===== config.mk =====
export PLATFORM = sky130hd
export DESIGN_NAME = ccd_seq
export DESIGN_NICKNAME = d
export VERILOG_FILES = /design/src/rtl/ccd_seq_pkg.sv /design/src/rtl/ccd_seq_exposure.sv /design/src/rtl/ccd_seq_line.sv /design/src/rtl/ccd_seq_frame.sv /design/src/rtl/ccd_seq.sv
export SDC_FILE = /design/constraint.sdc
export NUM_CORES = 1
export LEC_CHECK = 0
export BUFFER_PORTS_ARGS = -buffer_cell sky130_fd_sc_hd__buf_2
export CORE_MARGIN = 2
export CORE_UTILIZATION = 60
export CTS_CLUSTER_SIZE = 14
export DETAILED_ROUTE_END_ITERATION = 7
export GPL_ROUTABILITY_DRIVEN = 0
export GPL_TIMING_DRIVEN = 1
export HOLD_SLACK_MARGIN = 0.12
export PLACE_DENSITY = 0.87
export SETUP_SLACK_MARGIN = 0.2
export SYNTH_ARGS = -nofsm -noshare
export SYNTH_HDL_FRONTEND = slang
export SYNTH_SLANG_ARGS = --single-unit

===== constraint.sdc =====
create_clock -name clk_i -period 4.9 [get_ports clk_i]
set_input_delay 0.735 -clock clk_i [delete_from_list [all_inputs] [get_ports clk_i]]
set_output_delay 0.735 -clock clk_i [all_outputs]
set_load 0.05 [all_outputs]

===== src/rtl/ccd_seq_pkg.sv =====
package ccd_seq_pkg;
  typedef enum logic [1:0] {
    SEQ_IDLE   = 2'd0,
    SEQ_EXPOSE = 2'd1,
    SEQ_READ   = 2'd2
  } seq_state_e;
endpackage


===== src/rtl/ccd_seq_exposure.sv =====
module ccd_seq_exposure #(
  parameter int TICK_CLKS = 40000,
  parameter int UNIT_W    = 8
) (
  input  logic              clk_i,
  input  logic              rst_ni,
  input  logic              load_i,
  input  logic [UNIT_W-1:0] units_i,
  output logic              active_o,
  output logic              last_o
);
  localparam int TICK_W = (TICK_CLKS > 1) ? $clog2(TICK_CLKS) : 1;
  localparam logic [TICK_W-1:0] TICK_MAX = TICK_W'(TICK_CLKS - 1);

  logic [TICK_W-1:0] tick_q;
  logic [UNIT_W-1:0] unit_q;
  logic              active_q;
  logic              tick_wrap;

  assign tick_wrap = (tick_q == TICK_MAX);
  assign active_o  = active_q;
  assign last_o    = active_q && tick_wrap && (unit_q == UNIT_W'(1));

  always_ff @(posedge clk_i or negedge rst_ni) begin
    if (!rst_ni) begin
      tick_q   <= '0;
      unit_q   <= '0;
      active_q <= 1'b0;
    end else if (load_i) begin
      tick_q   <= '0;
      unit_q   <= units_i;
      active_q <= 1'b1;
    end else if (active_q) begin
      if (tick_wrap) begin
        tick_q <= '0;
        if (unit_q == UNIT_W'(1)) active_q <= 1'b0;
        else                      unit_q   <= unit_q - UNIT_W'(1);
      end else begin
        tick_q <= tick_q + TICK_W'(1);
      end
    end
  end
endmodule


===== src/rtl/ccd_seq_line.sv =====
module ccd_seq_line #(
  parameter int CLKS_PER_PIX = 2,
  parameter int PRE_PIX      = 1,
  parameter int XFER_PIX     = 35,
  parameter int POST_PIX     = 31,
  parameter int ACT_PIX      = 1992,
  parameter int OVER_PIX     = 24
) (
  input  logic clk_i,
  input  logic rst_ni,
  input  logic run_i,
  output logic pix_en_o,
  output logic hclk_en_o,
  output logic v2_o,
  output logic act_pix_o,
  output logic line_end_o
);
  localparam int HOLD_PIX = PRE_PIX + XFER_PIX + POST_PIX;
  localparam int LINE_PIX = HOLD_PIX + ACT_PIX + OVER_PIX;
  localparam int POS_W    = $clog2(LINE_PIX);
  localparam logic [POS_W-1:0] V2_ON    = POS_W'(PRE_PIX);
  localparam logic [POS_W-1:0] V2_OFF   = POS_W'(PRE_PIX + XFER_PIX);
  localparam logic [POS_W-1:0] H_ON     = POS_W'(HOLD_PIX);
  localparam logic [POS_W-1:0] ACT_END  = POS_W'(HOLD_PIX + ACT_PIX);
  localparam logic [POS_W-1:0] POS_LAST = POS_W'(LINE_PIX - 1);

  logic             pix_first;
  logic             pix_last;
  logic [POS_W-1:0] pos_q;

  generate
    if (CLKS_PER_PIX > 1) begin : g_div
      localparam int DIV_W = $clog2(CLKS_PER_PIX);
      logic [DIV_W-1:0] div_q;
      always_ff @(posedge clk_i or negedge rst_ni) begin
        if (!rst_ni)                                   div_q <= '0;
        else if (!run_i)                               div_q <= '0;
        else if (div_q == DIV_W'(CLKS_PER_PIX - 1))    div_q <= '0;
        else                                           div_q <= div_q + DIV_W'(1);
      end
      assign pix_first = (div_q == '0);
      assign pix_last  = (div_q == DIV_W'(CLKS_PER_PIX - 1));
    end else begin : g_nodiv
      assign pix_first = 1'b1;
      assign pix_last  = 1'b1;
    end
  endgenerate

  always_ff @(posedge clk_i or negedge rst_ni) begin
    if (!rst_ni)       pos_q <= '0;
    else if (!run_i)   pos_q <= '0;
    else if (pix_last) pos_q <= (pos_q == POS_LAST) ? '0 : pos_q + POS_W'(1);
  end

  assign pix_en_o   = run_i && pix_first;
  assign v2_o       = run_i && (pos_q >= V2_ON) && (pos_q < V2_OFF);
  assign hclk_en_o  = run_i && (pos_q >= H_ON);
  assign act_pix_o  = run_i && (pos_q >= H_ON) && (pos_q < ACT_END);
  assign line_end_o = run_i && pix_last && (pos_q == POS_LAST);
endmodule


===== src/rtl/ccd_seq_frame.sv =====
module ccd_seq_frame #(
  parameter int ACT_LINES  = 1214,
  parameter int OVER_LINES = 6
) (
  input  logic clk_i,
  input  logic rst_ni,
  input  logic run_i,
  input  logic line_end_i,
  output logic act_line_o,
  output logic frame_last_o,
  output logic done_o
);
  localparam int FRAME_LINES = ACT_LINES + OVER_LINES;
  localparam int LN_W        = $clog2(FRAME_LINES);
  localparam logic [LN_W-1:0] LN_LAST = LN_W'(FRAME_LINES - 1);

  logic [LN_W-1:0] line_q;
  logic            done_q;

  assign frame_last_o = line_end_i && (line_q == LN_LAST);
  assign act_line_o   = (line_q < LN_W'(ACT_LINES));
  assign done_o       = done_q;

  always_ff @(posedge clk_i or negedge rst_ni) begin
    if (!rst_ni) begin
      line_q <= '0;
      done_q <= 1'b0;
    end else begin
      done_q <= frame_last_o;
      if (!run_i)          line_q <= '0;
      else if (line_end_i) line_q <= (line_q == LN_LAST) ? '0 : line_q + LN_W'(1);
    end
  end
endmodule


===== src/rtl/ccd_seq.sv =====
module ccd_seq
  import ccd_seq_pkg::*;
#(
  parameter int CLKS_PER_PIX = 2,
  parameter int PRE_PIX      = 1,
  parameter int XFER_PIX     = 35,
  parameter int POST_PIX     = 31,
  parameter int ACT_PIX      = 1992,
  parameter int OVER_PIX     = 24,
  parameter int ACT_LINES    = 1214,
  parameter int OVER_LINES   = 6,
  parameter int TICK_CLKS    = 40000,
  parameter int UNIT_W       = 8
) (
  input  logic              clk_i,
  input  logic              rst_ni,
  input  logic              start_i,
  input  logic [UNIT_W-1:0] int_units_i,
  output logic              pix_en_o,
  output logic              hclk_en_o,
  output logic              v2_o,
  output logic              line_valid_o,
  output logic              frame_done_o,
  output logic              integrate_o
);
  seq_state_e state_q, state_d;
  logic start_ok, exp_active, exp_last, run;
  logic act_pix, act_line, line_end, frame_last;

  assign start_ok = (state_q == SEQ_IDLE) && start_i && (int_units_i != '0);
  assign run      = (state_q == SEQ_READ);

  always_comb begin
    state_d = state_q;
    unique case (state_q)
      SEQ_IDLE:   if (start_ok)   state_d = SEQ_EXPOSE;
      SEQ_EXPOSE: if (exp_last)   state_d = SEQ_READ;
      SEQ_READ:   if (frame_last) state_d = SEQ_IDLE;
      default:                    state_d = SEQ_IDLE;
    endcase
  end

  always_ff @(posedge clk_i or negedge rst_ni) begin
    if (!rst_ni) state_q <= SEQ_IDLE;
    else         state_q <= state_d;
  end

  ccd_seq_exposure #(
    .TICK_CLKS(TICK_CLKS),
    .UNIT_W   (UNIT_W)
  ) u_exposure (
    .clk_i   (clk_i),
    .rst_ni  (rst_ni),
    .load_i  (start_ok),
    .units_i (int_units_i),
    .active_o(exp_active),
    .last_o  (exp_last)
  );

  ccd_seq_line #(
    .CLKS_PER_PIX(CLKS_PER_PIX),
    .PRE_PIX     (PRE_PIX),
    .XFER_PIX    (XFER_PIX),
    .POST_PIX    (POST_PIX),
    .ACT_PIX     (ACT_PIX),
    .OVER_PIX    (OVER_PIX)
  ) u_line (
    .clk_i     (clk_i),
    .rst_ni    (rst_ni),
    .run_i     (run),
    .pix_en_o  (pix_en_o),
    .hclk_en_o (hclk_en_o),
    .v2_o      (v2_o),
    .act_pix_o (act_pix),
    .line_end_o(line_end)
  );

  ccd_seq_frame #(
    .ACT_LINES (ACT_LINES),
    .OVER_LINES(OVER_LINES)
  ) u_frame (
    .clk_i       (clk_i),
    .rst_ni      (rst_ni),
    .run_i       (run),
    .line_end_i  (line_end),
    .act_line_o  (act_line),
    .frame_last_o(frame_last),
    .done_o      (frame_done_o)
  );

  assign integrate_o  = exp_active;
  assign line_valid_o = act_pix && act_line;
endmodule


==> metrics.cfg, run 1 <==
[status]
status = complete, no violations

[routing]
wl_mm = 6.92
viasPerCell = 6.60
drt_pass1_iterations = 5
ant_nets = 0
routedLengthMet1_mm = 3.10
dr_wl_met2_mm = 3.41
drc = 0
vias = 2872
route.met3.wl_um = 342
initialDrtViolationCount = 289
routedWlPerCell_um = 15.9
routed.top_layer = met4

[synthesis]
synthTopCellsByArea = dfrtp_1, a31oi_1, nand2_1
yosys.area.top_type = dfrtp_1
ys.flop_type = dfrtp_1
syn_area_um2 = 3170
synth_fp_nets = 378
synth_seq_cells = 52
synth_common_cells = dfrtp_1, nand2_1, nor2_1, a31oi_1, clkbuf_1
synth_edf_count = 0
avgSynthCellArea_um2 = 8.83
ys.warnings.count = 0
synth.most_common_cell = dfrtp_1
seq_area_frac_synth_pct = 41.1
ys_async_sr_fraction_pct = 100
netlist_instances = 359
synth.distinct_cells = 56
synth_top_cell_area_share_pct = 41.1

[clocking]
cts_num_sinks = 52
cts_hold_buf = 0
postCtsSetupRepairBufs = 0
clk_path_buf_depth = 2
clk_latency_ns = 0.32
cts-root-buf = clkbuf_8
cts_tree = yes
path_clk_slew_ns = 0.10
cts-resized-gates = 0
numCtsBuffers = 5
htree_levels = 2

[setup_path]
worstSetupPathType = reg2out
cp_top_family = simple AND/OR/NAND/NOR gates
worstPathRequired_ns = 4.16
timing.rr.start = u_line.pos_q[9]
critPathMaxFanout = 5
cp_num_buf_inv = 1
cp.arrival_ns = 2.12
setup.worst_path.start = u_line.pos_q[9]
max_stage_delay_ns = 0.60
path_cells = or4_1, nor4bb_1, o221a_2, buf_2
cpMaxStageDelayCell = or4_1
cp-start-kind = flop
end_kind = output port

[finish]
nets = 383
syn2layout_area_growth_pct = 6.91
antennaDiodeCount = 0
design_area_um2 = 3390
drive_above_1_share_pct = 10.4
finalNonFillerCells = 435

[die]
core-area_um2 = 5110
start_util_pct = 62.1
die_area_um2 = 5880
die_h_um = 76.7
rows = 26
die_w_um = 76.7
io_pins = 17

[run]
maxCapViolCount = 0

[global_routing]
grt_pass1_vias = 2753
gr-total-overflow = 0
grt_pass1_wl_mm = 12.3
grt_max_degree = 53
antenna_found_initial = 0
grt_usage_pct = 24.9

[timing]
skew_ns = 0.0100
drv_slew = 0
slew_headroom_pct = 39.2
setup_viol = 0
period_share_pct = 58.2
hold_viol = 0
setup-tns-final_ns = 0
timing.fmax_mhz = 351
rsz0062_at_grt = false
fin_crit_ns = 2.85
worst_pin_slew_ns = 0.913

[power]
power_density_nw_per_um2 = 222
ir_worst_vdd_v = 0.000163
p_leak_nw = 1.40

[min_path]
hp-class = in2async

[place]
dp_hpwl_mm = 4.60
dp.cells = 427
portBuffers = 16
place_area_um2 = 3270

[worst reg2reg max path, stage by stage, from the launching register on]
cell and delay (ns):
dfrtp_1 0.43, or4_1 0.60, nand4b_1 0.81, a2111oi_0 0.65
a21o_1 0.15
[sequential cells by signal, summed over array words and instances, names as in the netlist]
name	count
state_q	2
u_exposure.active_o	1
u_exposure.tick_q	16
u_exposure.unit_q	8
u_frame.done_o	1
u_frame.line_q	11
u_line.g_div.div_q	1
u_line.pos_q	12
[per-layer routing]
| layer | vias to the layer above | global-route usage (%) |
|---|---|---|
| met5 | - | 0 |
| met4 | 0 | 7.27 |
| met3 | 8 | 3.29 |
| met2 | 105 | 42.6 |
| met1 | 1381 | 33.3 |
| li1 | 1378 | - |
[cell families (layout without fill, tap and decap cells)]
group                      Yosys count  count (layout)  share of synthesized area, %
AOI/OAI and AO/OA                   99              99                          21.5
DFF                                 52              52                          41.1
and+or+nand+nor                    156             156                          27.5
xor gates and xnor gates             6               6                          1.66
muxes                                2               2                         0.671
adders and majority gates            8               8                          3.16
buffers and inverters               36              42                          4.50
[worst paths after layout]
path | end | slack [ns] | depth (start not counted)
max in group asynchronous | u_exposure.tick_q[3] | 3.92 | 2
worst max-delay path | line_valid_o | 2.05 | 4
worst min register to register | u_frame.line_q[10] | 0.55 | 1
worst max register to register | u_frame.line_q[2] | 2.21 | 4
min in group clk_i | u_frame.line_q[10] | 0.55 | 1
worst min-delay path | u_exposure.unit_q[2] | 0.53 | 2
[cells in the final DEF, fill, tap and decap left out, drive strengths merged, types with 2 or more instances in the layout]
master,n
xor2,2
a21o,9
o211ai,3
a21oi,12
clkbuf,5
nor4b,2
nor4,6
or4,12
nor4bb,2
nand2b,4
a41oi,3
ha,8
or3,15
a2111oi,9
nand2,28
inv,16
a22o,2
buf,19
a31oi,20
o21ai,17
a211oi,2
nor2,27
or2,3
and3,4
nor3,11
or3b,2
o31ai,9
nand4,12
dfrtp,52
xnor2,4
or4b,2
a311oi,2
nand3,18
nand4b,3
[layout make-up]
type	count	area (um2)
multi-input combinational	271	1730
fill	417	1720
sequential	52	1300
timing repair buffer	19	103
tap	70	87.6
clock buffer	5	68.8
inverter	15	56.3
clock inverter	3	46.3
[power breakdown]
part	switching [mW]	total [mW]	internal, mW
Combinational	0.0103	0.0139	0.00360
Sequential	0	0.429	0.429
Clock	0.157	0.311	0.154
Total	0.167	0.754	0.587
[per-stage QoR]
stage / total power [mW] / util, % / setup slack [ns] / hold WS (ns)
global placement: 0.451 / 64.1 / 2.43 / 0.503
finish: 0.754 / 66.3 / 2.05 / 0.525
floorplan: 0.438 / - / 2.03 / 0.439
CTS: 0.758 / 66.3 / 2.06 / 0.543
global route: 0.772 / 66.3 / 1.95 / 0.578
detailed placement: 0.452 / 64.1 / 2.33 / 0.516
Note: power is estimated with default switching activity, not from simulation.
==> run 2: changes to the inputs <==
--- a/config.mk
+++ b/config.mk
@@ -7,13 +7,13 @@
 export LEC_CHECK = 0
 export BUFFER_PORTS_ARGS = -buffer_cell sky130_fd_sc_hd__buf_2
 export CORE_MARGIN = 2
-export CORE_UTILIZATION = 60
+export CORE_UTILIZATION = 55
 export CTS_CLUSTER_SIZE = 14
 export DETAILED_ROUTE_END_ITERATION = 7
 export GPL_ROUTABILITY_DRIVEN = 0
 export GPL_TIMING_DRIVEN = 1
 export HOLD_SLACK_MARGIN = 0.12
-export PLACE_DENSITY = 0.87
+export PLACE_DENSITY = 0.85
 export SETUP_SLACK_MARGIN = 0.2
 export SYNTH_ARGS = -nofsm -noshare
 export SYNTH_HDL_FRONTEND = slang
==> constraint.sdc (replaced) <==
create_clock -name clk_i -period 2.6 [get_ports clk_i]
set_input_delay 0.39 -clock clk_i [delete_from_list [all_inputs] [get_ports clk_i]]
set_output_delay 0.39 -clock clk_i [all_outputs]
set_load 0.05 [all_outputs]
==> run 2 against run 1 <==
Compared with the run above: non-clock buffer count rose by 16; via count grew 3.5%; final area increased by 5.2%; setup slack worse by 1.8 ns; sequential cell count did not move; clock skew fell by 0.0019 ns; total power increased by 76%; clock-buffer cell count up 1; wire length rose by 6.7%; global-route usage is 0.24 points lower; die area increased by 8.6%; core utilization decreased by 2.0 points.
==> metrics.cfg, run 2 (synthesis gave the netlist of run 1 again) <==
[status]
status = complete, no violations

[routing]
ant_nets = 0  ; unchanged
drt_pass1_iterations = 5  ; unchanged
initialDrtViolationCount = 304  ; +5.2%
viasPerCell = 6.55  ; -0.85%
routedWlPerCell_um = 16.3  ; +2.2%
drc = 0  ; unchanged
vias = 2972  ; +3.5%
wl_mm = 7.39  ; +6.7%

[clocking]
clk_latency_ns = 0.30  ; -0.02 ns
path_clk_slew_ns = 0.10  ; about the same
cts-root-buf = clkbuf_8
cts_tree = yes
cts_num_sinks = 52  ; unchanged
clk_path_buf_depth = 2  ; unchanged
numCtsBuffers = 5  ; unchanged
htree_levels = 2  ; unchanged

[power]
swShare_pct = 22.1  ; -0.086 points
comb_power_share_pct = 2.2  ; +0.4 points
switchingPower_mw = 0.293  ; +75%
internal_power_mw = 1.03  ; +76%
power_density_nw_per_um2 = 372  ; +67%
p_seq_share_pct = 61.0  ; +4.1 points
p_leak_nw = 1.47  ; +5.1%
ir_worst_vdd_v = 0.000225  ; +38%
power_frac_clock_pct = 36.8  ; -4.4 points

[setup_path]
cp.arrival_ns = 2.58  ; +0.46 ns
critPathMaxFanout = 7  ; +2
end_kind = flop
timing.rr.start = u_exposure.tick_q[8]
cp-start-kind = flop
rrSetupSlack_ns = 0.25  ; -1.96 ns
worstPathRequired_ns = 2.83  ; -1.33 ns
worstSetupPathType = reg2reg
r2r_cells = 4  ; unchanged
setup.worst_path.start = u_exposure.tick_q[8]

[die]
core-area_um2 = 5540  ; +8.5%
die_w_um = 79.9  ; +4.2%
die_h_um = 79.9  ; +4.2%
die_area_um2 = 6390  ; +8.6%
start_util_pct = 57.2  ; -4.8 points
rows = 27  ; +3.8%
io_pins = 17  ; unchanged

[timing]
timing.fmax_mhz = 426
slew_headroom_pct = 49.5  ; +10 points
setup-tns-final_ns = 0  ; unchanged
fin_crit_ns = 2.35
setup_viol = 0  ; unchanged
holdWs_ns = 0.305  ; -0.220 ns
rsz0062_at_grt = true
hold_viol = 0  ; unchanged
worst_pin_slew_ns = 0.750  ; -0.162 ns
period_share_pct = 90.4
drv_slew = 0  ; unchanged
skew_ns = 0.00807  ; -0.00195 ns

[global_routing]
grt_pass1_wl_mm = 12.7  ; +3.7%
grt.met3_usage_pct = 3.51  ; +0.21 points
met1_usage_pct = 31.9  ; -1.4 points
antenna_found_initial = 0  ; unchanged
grt_usage_pct = 24.7  ; -0.24 points
gr-total-overflow = 0  ; unchanged
grtUsageMet2_pct = 41.9  ; -0.71 points
grt-busiest-layer = met2
grt_max_degree = 31  ; -42%
grt_pass1_vias = 2814  ; +2.2%

[finish]
top_register = u_exposure.tick_q
reg.largest.list = u_exposure.tick_q (16), u_line.pos_q (12), u_frame.line_q (11)
utilization_pct = 64.3  ; -2.0 points
final_common_cell = dfrtp_1
largest_reg_flops = 16  ; unchanged
antennaDiodeCount = 0  ; unchanged
fill_cells = 475  ; +14%
layout_common_cells = dfrtp_1, nand2_1, nor2_1
syn2layout_area_growth_pct = 12.4
drive_above_1_share_pct = 17.0  ; +6.6 points
design_area_um2 = 3560  ; +5.2%
nets = 400  ; +4.4%

[run]
maxCapViolCount = 0  ; unchanged

[place]
portBuffers = 16  ; unchanged
dp_hpwl_mm = 5.03  ; +9.6%
place_area_um2 = 3320  ; +1.6%

[min_path]
hold_depth = 3
hold_start = int_units_i[1]
hp-class = in2reg

[run 2: worst paths after layout]
kind / to
setup / recovery: u_exposure.unit_q[6]
hold / removal: u_exposure.unit_q[1]
setup reg to reg: u_exposure.unit_q[6]
hold reg to reg: u_line.pos_q[8]
max in group asynchronous: u_exposure.tick_q[6]
min in group asynchronous: u_frame.line_q[10]
[run 2: final cells by class]
class / count / area [um2] / area share, %
well taps: 72 / 90.1 / 2.53
repair buffers: 35 / 231 / 6.50
inverters: 15 / 56.3 / 1.58
clock buffers: 6 / 82.6 / 2.32
multi-input cells: 272 / 1780 / 50.0
flip-flops and latches: 52 / 1310 / 36.6
clock inverters: 2 / 15.0 / 0.421
[run 2: through the flow]
| step | worst slack [ns] | power [mW] | std cells |
|---|---|---|---|
| after global placement | 0.238 | 0.852 | 435 |
| after global routing | 0.184 | 1.37 | 454 |
| final | 0.251 | 1.33 | 454 |
| after floorplan | 0.290 | 0.825 | 359 |
| after detailed placement | 0.179 | 0.853 | 435 |
| after CTS | 0.197 | 1.35 | 448 |
[run 2: layer usage]
metal,routed length (um),vias to the layer above
li1,-,1425
met1,3170,1436
met2,3740,98
met3,388,13
met4,84,0
met5,0,-
[run 2: repair_timing]
item | CTS | global route
pin swaps | 2 | 5
endpoints found under the setup margin | 5 | 9
hold buffers | 1 | 0
gates cloned | 1 | 0
setup buffers | 3 | 6
resized for setup | 4 | 10
endpoints found under the hold margin | 42 | 0
[run 2: power by group through the flow]
stage	registers, mW	clock network [mW]	logic [mW]
global route	0.808	0.532	0.0342
finish	0.808	0.488	0.0294
global placement	0.824	0	0.0280
floorplan	0.824	0	0.000877
CTS	0.808	0.510	0.0309
detailed placement	0.824	0	0.0294
[run 2: worst max-delay path, stage by stage, from the launching register on]
cell     delay (ns)
dfrtp_1        0.44
or4b_4         0.57
or4_4          0.59
or4_1          0.51
a31oi_1        0.17
==> run 3: changes to the inputs <==
--- a/config.mk
+++ b/config.mk
@@ -6,14 +6,15 @@
 export NUM_CORES = 1
 export LEC_CHECK = 0
 export BUFFER_PORTS_ARGS = -buffer_cell sky130_fd_sc_hd__buf_2
+export CORE_ASPECT_RATIO = 1.2
 export CORE_MARGIN = 2
-export CORE_UTILIZATION = 55
+export CORE_UTILIZATION = 60
 export CTS_CLUSTER_SIZE = 14
 export DETAILED_ROUTE_END_ITERATION = 7
 export GPL_ROUTABILITY_DRIVEN = 0
 export GPL_TIMING_DRIVEN = 1
 export HOLD_SLACK_MARGIN = 0.12
-export PLACE_DENSITY = 0.85
+export PLACE_DENSITY = 0.87
 export SETUP_SLACK_MARGIN = 0.2
 export SYNTH_ARGS = -nofsm -noshare
 export SYNTH_HDL_FRONTEND = slang
==> constraint.sdc (replaced) <==
create_clock -name clk_i -period 2.7 [get_ports clk_i]
set_input_delay 0.405 -clock clk_i [delete_from_list [all_inputs] [get_ports clk_i]]
set_output_delay 0.405 -clock clk_i [all_outputs]
set_load 0.05 [all_outputs]
==> run 3 against run 2 <==
Compared with the run above: sequential power shrank 3.7%; clock power is 7.6% higher; clock skew increased by 0.0020 ns; critical path type unchanged; largest cell class unchanged.
==> metrics.cfg, run 3 (synthesis gave the netlist of run 1 again) <==
[finish]
design_area_um2 = 3430  ; -3.7%
finalNonFillerCells = 433  ; -4.6%
utilization_pct = 66.2  ; +1.9 points
nets = 389  ; -2.8%
syn2layout_area_growth_pct = 8.33
final_common_cell = dfrtp_1
top_register = u_exposure.tick_q
antennaDiodeCount = 0  ; unchanged
reg.largest.list = u_exposure.tick_q (16), u_line.pos_q (12), u_frame.line_q (11)
drive_above_1_share_pct = 12.7  ; -4.3 points
largest_reg_flops = 16  ; unchanged
layout_common_cells = dfrtp_1, nand2_1, nor2_1

[timing]
slew_headroom_pct = 38.3  ; -11 points
fin_crit_ns = 2.46  ; +0.115 ns
skew_ns = 0.0101  ; +0.00202 ns
hold_viol = 0  ; unchanged
setup_viol = 0  ; unchanged
rsz0062_at_grt = false
worst_pin_slew_ns = 0.926  ; +0.175 ns
timing.fmax_mhz = 406  ; -4.7%
period_share_pct = 91.3  ; +0.92 points
setup_ws_ns = 0.236  ; -0.0152 ns
setup-tns-final_ns = 0  ; unchanged
holdWs_ns = 0.236  ; -0.0690 ns
drv_slew = 0  ; unchanged

[setup_path]
end_kind = flop
setup.worst_path.start = u_exposure.tick_q[7]
timing.rr.start = u_exposure.tick_q[7]
worstSetupPathType = reg2reg
cp-start-kind = flop
cp.arrival_ns = 2.69  ; +0.11 ns
worstPathRequired_ns = 2.92  ; +0.09 ns
critPathMaxFanout = 20  ; +13

[clocking]
cts_tree = yes
clk_path_buf_depth = 2  ; unchanged
cts_num_sinks = 52  ; unchanged
clk_latency_ns = 0.30  ; about the same
path_clk_slew_ns = 0.09  ; about the same
cts_hold_buf = 0  ; -1
htree_levels = 2  ; unchanged
cts-root-buf = clkbuf_8
numCtsBuffers = 5  ; unchanged

[status]
status = complete, no violations

[global_routing]
gr-total-overflow = 0  ; unchanged
grt_max_degree = 42  ; +35%
grt_usage_pct = 25.5  ; +0.74 points
grt_pass1_wl_mm = 12.3  ; -3.0%
grt_pass1_vias = 2752  ; -2.2%
antenna_found_initial = 0  ; unchanged

[power]
comb_power_share_pct = 1.9  ; -0.3 points
switchingPower_mw = 0.269  ; -8.1%
internal_power_mw = 1.06  ; +2.6%
p_seq_share_pct = 58.5  ; -2.5 points
power_frac_clock_pct = 39.5  ; +2.7 points
power_density_nw_per_um2 = 387  ; +4.1%
p_leak_nw = 1.43  ; -2.9%
ir_worst_vdd_v = 0.000248  ; +10%
swShare_pct = 20.2  ; -1.8 points
finalPower_mw = 1.33  ; +0.28%

[routing]
viasPerCell = 6.83  ; +4.3%
drt_pass1_iterations = 5  ; unchanged
ant_nets = 0  ; unchanged
routedWlPerCell_um = 16.4  ; +0.70%
drc = 0  ; unchanged
vias = 2957  ; -0.50%
initialDrtViolationCount = 210  ; -31%
wl_mm = 7.09  ; -4.0%

[die]
start_util_pct = 61.1  ; +3.9 points
die_h_um = 83.6  ; +4.6%
rows = 29  ; +7.4%
core-area_um2 = 5190  ; -6.3%
die_area_um2 = 5880  ; -7.9%
die_w_um = 70.3  ; -12%
io_pins = 17  ; unchanged

[min_path]
hp-class = in2async

[run]
maxCapViolCount = 0  ; unchanged

[place]
dp_hpwl_mm = 4.90  ; -2.7%
portBuffers = 16  ; unchanged
place_ws_ns = 0.272  ; +0.0928 ns
dp.cells = 424  ; -2.5%
place_area_um2 = 3300  ; -0.60%

[run 3: cell types whose count changed in the layout (fill, tap and decap cells not counted), moves of 2 or more]
cell,delta
dfrtp_1,+2
or4_4,-2
dfrtp_2,-2
clkinvlp_4,-2
buf_4,-8
[run 3: final timing paths]
check | end | slack, ns | cells after the start
worst max register to register | u_exposure.unit_q[2] | 0.24 | 4
worst min-delay path | u_exposure.unit_q[4] | 0.24 | 1
min in group clk_i | u_exposure.unit_q[1] | 0.32 | 3
max in group asynchronous | u_line.pos_q[8] | 1.73 | 2
worst max-delay path | u_exposure.unit_q[2] | 0.24 | 4
worst min register to register | u_line.pos_q[8] | 0.53 | 1
[run 3: cell type report]
type / count / area (um2)
Clock buffer: 6 / 72.6
Multi-Input combinational cell: 271 / 1740
Tap cell: 62 / 77.6
Timing Repair Buffer: 25 / 150
Inverter: 15 / 56.3
Sequential cell: 52 / 1300
Clock inverter: 2 / 35.0
Fill cell: 414 / 1760
[run 3: repair_timing]
action | 4_1_cts | 5_1_grt
setup buffers | 0 | 1
setup endpoints to repair | 1 | 1
cloned | 0 | 0
gates resized for setup | 1 | 3
[run 3: critical path, cell delays in order (launching register included)]
cell	delay, ns
dfrtp_1	0.45
or4b_4	0.56
or4_4	0.68
or4_1	0.51
a31oi_1	0.19
[run 3: power groups by stage]
| stage | clock, mW | sequential (mW) | combinational [mW] |
|---|---|---|---|
| 6_report | 0.525 | 0.778 | 0.0256 |
| 5_1_grt | 0.560 | 0.778 | 0.0309 |
| 4_1_cts | 0.540 | 0.778 | 0.0270 |
| 3_5_place_dp | 0 | 0.794 | 0.0269 |
| 3_3_place_gp | 0 | 0.794 | 0.0260 |
| 2_1_floorplan | 0 | 0.794 | 0.000845 |
[run 3: per-layer routing]
layer	vias up	GRT usage, %	routed length (um)
li1	1395	-	-
met1	1451	33.5	3120
met2	99	42.7	3520
met3	12	3.14	342
met4	0	9.62	110
met5	-	0	0
